[config.mk]
export PLATFORM = sky130hd
export DESIGN_NAME = gpu_pt_walker
export DESIGN_NICKNAME = d
export VERILOG_FILES = /design/src/rtl/gpu_pt_walker.sv
export SDC_FILE = /design/constraint.sdc
export NUM_CORES = 1
export LEC_CHECK = 0
export BUFFER_PORTS_ARGS = -buffer_cell sky130_fd_sc_hd__buf_4
export CAP_MARGIN = 20
export CORE_AREA = 2 2 196 198
export CTS_CLUSTER_DIAMETER = 150
export DETAILED_ROUTE_END_ITERATION = 8
export DIE_AREA = 0 0 198 200
export PLACE_DENSITY = 0.78
export SLEW_MARGIN = 30
export SYNTH_ARGS = -nofsm -noshare
export SYNTH_HDL_FRONTEND = slang
export SYNTH_SLANG_ARGS = --single-unit
[constraint.sdc]
create_clock -name clk -period 6.85 [get_ports clk]
set_clock_uncertainty 0.05 [all_clocks]
set_input_delay 0 -clock clk [delete_from_list [all_inputs] [get_ports clk]]
set_output_delay 0 -clock clk [all_outputs]
set_load 0.01 [all_outputs]
[src/rtl/gpu_pt_walker.sv]
module gpu_pt_walker #(
  parameter int LW = 32,
  parameter int DW = 3,
  parameter int BW = 4
) (
  input  logic          clk,
  input  logic          rst_n,
  input  logic [31:0]   cfg_start_lo,
  input  logic [19:0]   cfg_start_hi,
  input  logic [63:0]   cfg_base,
  input  logic [DW-1:0] cfg_depth,
  input  logic [BW-1:0] cfg_blk,
  input  logic          req_valid,
  output logic          req_ready,
  input  logic [63:0]   req_vaddr,
  input  logic [LW-1:0] req_len,
  output logic          mem_req_valid,
  input  logic          mem_req_ready,
  output logic [63:0]   mem_req_addr,
  input  logic          mem_rsp_valid,
  input  logic [63:0]   mem_rsp_data,
  output logic          done,
  output logic          fault,
  output logic [63:0]   phys_addr,
  output logic          sys_mem,
  output logic [LW-1:0] chunk_len
);
  localparam logic [63:0] TBL_MASK = 64'h0000_FFFF_FFFF_F000;
  localparam int SW = BW + 1;
  localparam logic [LW:0] PAGE = (LW+1)'(4096);

  typedef enum logic [1:0] {IDLE, ISSUE, WAIT} st_t;
  st_t st;

  logic [63:0]   off, tbl;
  logic [SW-1:0] s_eff;
  logic [DW-1:0] lvl;
  logic [4:0]    frag;
  logic          first, leaf, flat;
  logic [LW-1:0] len;

  logic [7:0]  shamt;
  logic [63:0] raw, mask, idx;
  logic [LW:0] reach;
  logic [63:0] start_full;
  logic        unused_bits;

  assign start_full = {cfg_start_hi, cfg_start_lo, 12'h000};

  always_comb begin
    if (flat)
      shamt = 8'd12 + 8'(frag);
    else if (leaf)
      shamt = 8'd8 + 8'(s_eff);
    else
      shamt = 8'(lvl) * 8'd9 + 8'd8 + 8'(s_eff);
  end

  always_comb begin
    if (flat || (!leaf && first))
      mask = '1;
    else if (leaf)
      mask = (64'd1 << (8'd9 + 8'(s_eff))) - 64'd1;
    else
      mask = 64'h1FF;
  end

  assign raw          = off >> shamt;
  assign idx          = raw & mask;
  assign mem_req_addr = tbl + {idx[60:0], 3'b000};
  assign mem_req_valid = (st == ISSUE);
  assign req_ready    = (st == IDLE);
  assign reach        = (LW+1)'(off[11:0]) + {1'b0, len};

  assign unused_bits = ^{cfg_base[58:52], mem_rsp_data[63:48], mem_rsp_data[11:2], idx[63:61]};

  always_ff @(posedge clk) begin
    if (!rst_n) begin
      st        <= IDLE;
      off       <= '0;
      tbl       <= '0;
      s_eff     <= '0;
      lvl       <= '0;
      frag      <= '0;
      first     <= 1'b0;
      leaf      <= 1'b0;
      flat      <= 1'b0;
      len       <= '0;
      done      <= 1'b0;
      fault     <= 1'b0;
      phys_addr <= '0;
      sys_mem   <= 1'b0;
      chunk_len <= '0;
    end else begin
      done <= 1'b0;
      case (st)
        IDLE: if (req_valid) begin
          off   <= req_vaddr - start_full;
          s_eff <= (cfg_blk == '0) ? SW'(4) : SW'(cfg_blk);
          len   <= req_len;
          first <= 1'b1;
          if (cfg_depth == '0) begin
            if (!cfg_base[0]) begin
              done      <= 1'b1;
              fault     <= 1'b1;
              phys_addr <= '0;
              sys_mem   <= 1'b0;
              chunk_len <= '0;
            end else begin
              tbl  <= cfg_base & TBL_MASK;
              frag <= cfg_base[63:59];
              flat <= 1'b1;
              leaf <= 1'b1;
              st   <= ISSUE;
            end
          end else begin
            tbl  <= cfg_base << 12;
            lvl  <= cfg_depth;
            flat <= 1'b0;
            leaf <= 1'b0;
            st   <= ISSUE;
          end
        end
        ISSUE: if (mem_req_ready) st <= WAIT;
        WAIT: if (mem_rsp_valid) begin
          if (!mem_rsp_data[0]) begin
            done      <= 1'b1;
            fault     <= 1'b1;
            phys_addr <= '0;
            sys_mem   <= 1'b0;
            chunk_len <= '0;
            st        <= IDLE;
          end else if (!leaf) begin
            tbl   <= mem_rsp_data & TBL_MASK;
            first <= 1'b0;
            if (lvl == DW'(1)) leaf <= 1'b1;
            else               lvl  <= lvl - DW'(1);
            st    <= ISSUE;
          end else begin
            done      <= 1'b1;
            fault     <= 1'b0;
            phys_addr <= (mem_rsp_data & TBL_MASK) + {52'd0, off[11:0]};
            sys_mem   <= mem_rsp_data[1];
            chunk_len <= (reach >= PAGE) ? LW'(PAGE - (LW+1)'(off[11:0])) : len;
            st        <= IDLE;
          end
        end
        default: st <= IDLE;
      endcase
    end
  end
endmodule

==> impl_metrics.ini <==
[floorplanning]
die_h_um = 200
fp-row-count = 71
initial_utilization_pct = 55.36
core_um2 = 37400
die_w_um = 198
pin_count = 453
die_area_um2 = 39600

[power_and_ir_drop]
p_int_uw = 3614
powerDensity_nw_per_um2 = 211.2
p_leak_uw = 0.01332
p_sw_uw = 2312
pwr-share-seq_pct = 27.5
vdd_drop_max_mv = 0.2334
power_frac_clock_pct = 25.8
netSwitchingFraction_pct = 39.02
combPwrFrac_pct = 46.7

[worst_setup_path]
cp-start-kind = flip-flop
critPathMaxFanout = 10
critPathSlowestCell = fa_1
crit_arrival_ns = 6.53
critical_path_class = reg2out
slowest_delay_ns = 0.59
required_ns = 6.80
crit_top_cell = buf_4
cp-end-kind = primary output

[detailed_routing]
vias = 23856
viasPerCell = 6.122
routedWlPerCell_um = 20.52
ant_nets = 0
drc = 0
routed_wl_mm = 79.98
first_iter_violations = 2352
firstDrtPassIters = 8

[logic_synthesis]
async_flop_share_pct = 0
syn_inst = 2765
yosysSeqAreaShare_pct = 23.98
synth_area_leaders = dfxtp_1 24%, mux2i_1 9.4%, ha_1 7.8%
ys.warnings.count = 0
netlist_area_um2 = 20700
yosys_most_used_dff = dfxtp_1
ys_ff_latch = 248
synth_top_cell_by_area = dfxtp_1
synth_edf_count = 0
syn_avg_cell_area_um2 = 7.488
synth.distinct_cells = 99
synth_top_area_share_pct = 23.98

[run]
drv_cap = 0

[global_route]
grt_pass1_wl_mm = 121.5
grt_use_met3_pct = 5.561
grt_pass1_vias = 22794
grt_overflow_total = 0
busiest_layer = met2
antenna_found_initial = 1
grt_max_degree = 108
use_met1_pct = 48.11
grt_usage_pct = 38.34
met2_usage_pct = 65.92

[timing]
finalCriticalPeriod_ns = 6.579
timing.fmax_ghz = 0.1520
setup_violations = 0
slew_violations = 0
final_hold_viol_count = 0
rsz0062_at_grt = true
whs_ns = 0.01603
worst_pin_slew_ns = 0.8535
fin_crit_sh_pct = 96.04
relSlewSlack_pct = 42.76

[clocking]
clk_latency_ns = 0.58
cts_buffers = 28
cts_tree = done
cts_sinks = 248
cts-htree-levels = 1
path_clk_slew_ns = 0.06
cts_buffer_depth = 3
clockRootBuffer = clkbuf_16

[cells_and_area]
drive_above_1_share_pct = 19.98
fin_area_um2 = 28060
num-nets-final = 3786
final_core_util_pct = 75.04
layout.cells.most_common_list = 489 x buf_4, 372 x nand2_1, 318 x nor2_1
final_common_cell = buf_4
area_delta_synth_final_pct = 35.55

[status]
status = completed

[placement]
place_congestion = 1.030
placed_area_um2 = 24370
place_hpwl_mm = 57.09
port_buffers = 400

[worst_hold_path]
hold_class = in2reg
==> flip-flops by register name (all words and copies together) (netlist names), 2 cells and up <==
register	flops
chunk_len	32
frag	5
len	32
lvl	3
off	64
phys_addr	48
s_eff	4
st	2
tbl	52
==> Yosys cell counts (15+ instances only) <==
library cell and number:
and2_1 17, nor2_1 321, o21ai_1 15, buf_4 23, ha_1 129, a21o_1 75, a311oi_1 43, xnor2_1 72
clkbuf_1 136, nor3_1 45, mux2i_1 195, buf_2 19, dfxtp_1 248, and3_1 29, a22oi_1 69, a31oi_1 30
nand4_1 17, nor2b_1 28, o21a_1 28, o21bai_1 16, xor2_1 38, or3_1 15, nand2b_1 20, a211oi_1 38
a21oi_1 258, nand2_1 374, inv_1 91, nand3_1 52, o21ai_0 103, mux2_2 40
==> critical path: cells and delay by family (launching register included) <==
family                   cells  cell delay (ns)
AO/OA/AOI/OAI               11             2.37
adder cells (fa/ha/maj)      4             1.60
buffers and inverters        5             0.80
AND/OR/NAND/NOR              5             0.56
flip-flops                   1             0.35
XOR/XNOR                     1             0.16
multiplexers                 1             0.10
==> worst paths after layout <==
path | startpoint | endpoint | slack [ns] | cells past startpoint
worst max-delay path | lvl[2]$_SDFFE_PN0P_ | mem_req_addr[59] | 0.27 | 27
worst min-delay path | cfg_start_hi[0] | off[44]$_SDFFE_PN0P_ | 0.02 | 6
worst max register to register | off[0]$_SDFFE_PN0P_ | chunk_len[11]$_SDFFE_PN0P_ | 2.63 | 13
worst min register to register | chunk_len[3]$_SDFFE_PN0P_ | chunk_len[3]$_SDFFE_PN0P_ | 0.41 | 2
==> layout make-up <==
type | instances | area (um2)
repair buffers | 746 | 6326
flip-flops and latches | 248 | 4969
diodes | 2 | 5.005
clock inverters | 10 | 111.4
inverters | 92 | 350.3
well taps | 511 | 639.4
clock buffers | 40 | 815.8
fillers | 2650 | 9335
multi-input cells | 2248 | 14850
==> per-stage QoR <==
stage          setup TNS [ns]  instances  setup WS (ns)  total power (uW)
6_report                    0       3897         0.2710              5926
5_1_grt              -0.03165       3896       -0.03165              6165
4_1_cts              -0.01819       3893       -0.01819              5794
3_5_place_dp                0       3590         0.3575              4113
3_3_place_gp                0       3590         0.3929              4077
2_1_floorplan               0       2784          1.174              3198
==> kinds of logic after synthesis <==
family / count (synthesis) / synth area share [%]
fa+ha+maj: 134 / 8.279
xor+xnor: 110 / 4.653
buf+inv: 288 / 6.007
other cells: 2 / 0.03627
simple gates: 968 / 20.74
mux: 235 / 11.60
flops: 248 / 23.98
compound gates: 780 / 24.70
==> power by group through the flow <==
stage	clock network [uW]	logic [uW]	registers, uW
2_1_floorplan	0	1580	1610
3_3_place_gp	0	2430	1650
3_5_place_dp	0	2460	1660
4_1_cts	1530	2640	1620
5_1_grt	1590	2940	1640
6_report	1530	2770	1630
==> per-layer routing <==
metal	routed length (um)	vias to the layer above
li1	-	11045
met3	6560	281
met2	37990	1288
met5	0	-
met4	3409	0
met1	32020	11242
==> what timing repair did <==
action | 4_1_cts | 5_1_grt
endpoints found under the hold margin | 200 | 0
pin swaps | 1 | 7
hold buffers | 247 | 0
buffers inserted | 6 | 2
setup endpoints to repair | 16 | 24
resized for setup | 9 | 43
Note: power is estimated with default switching activity, not from simulation.
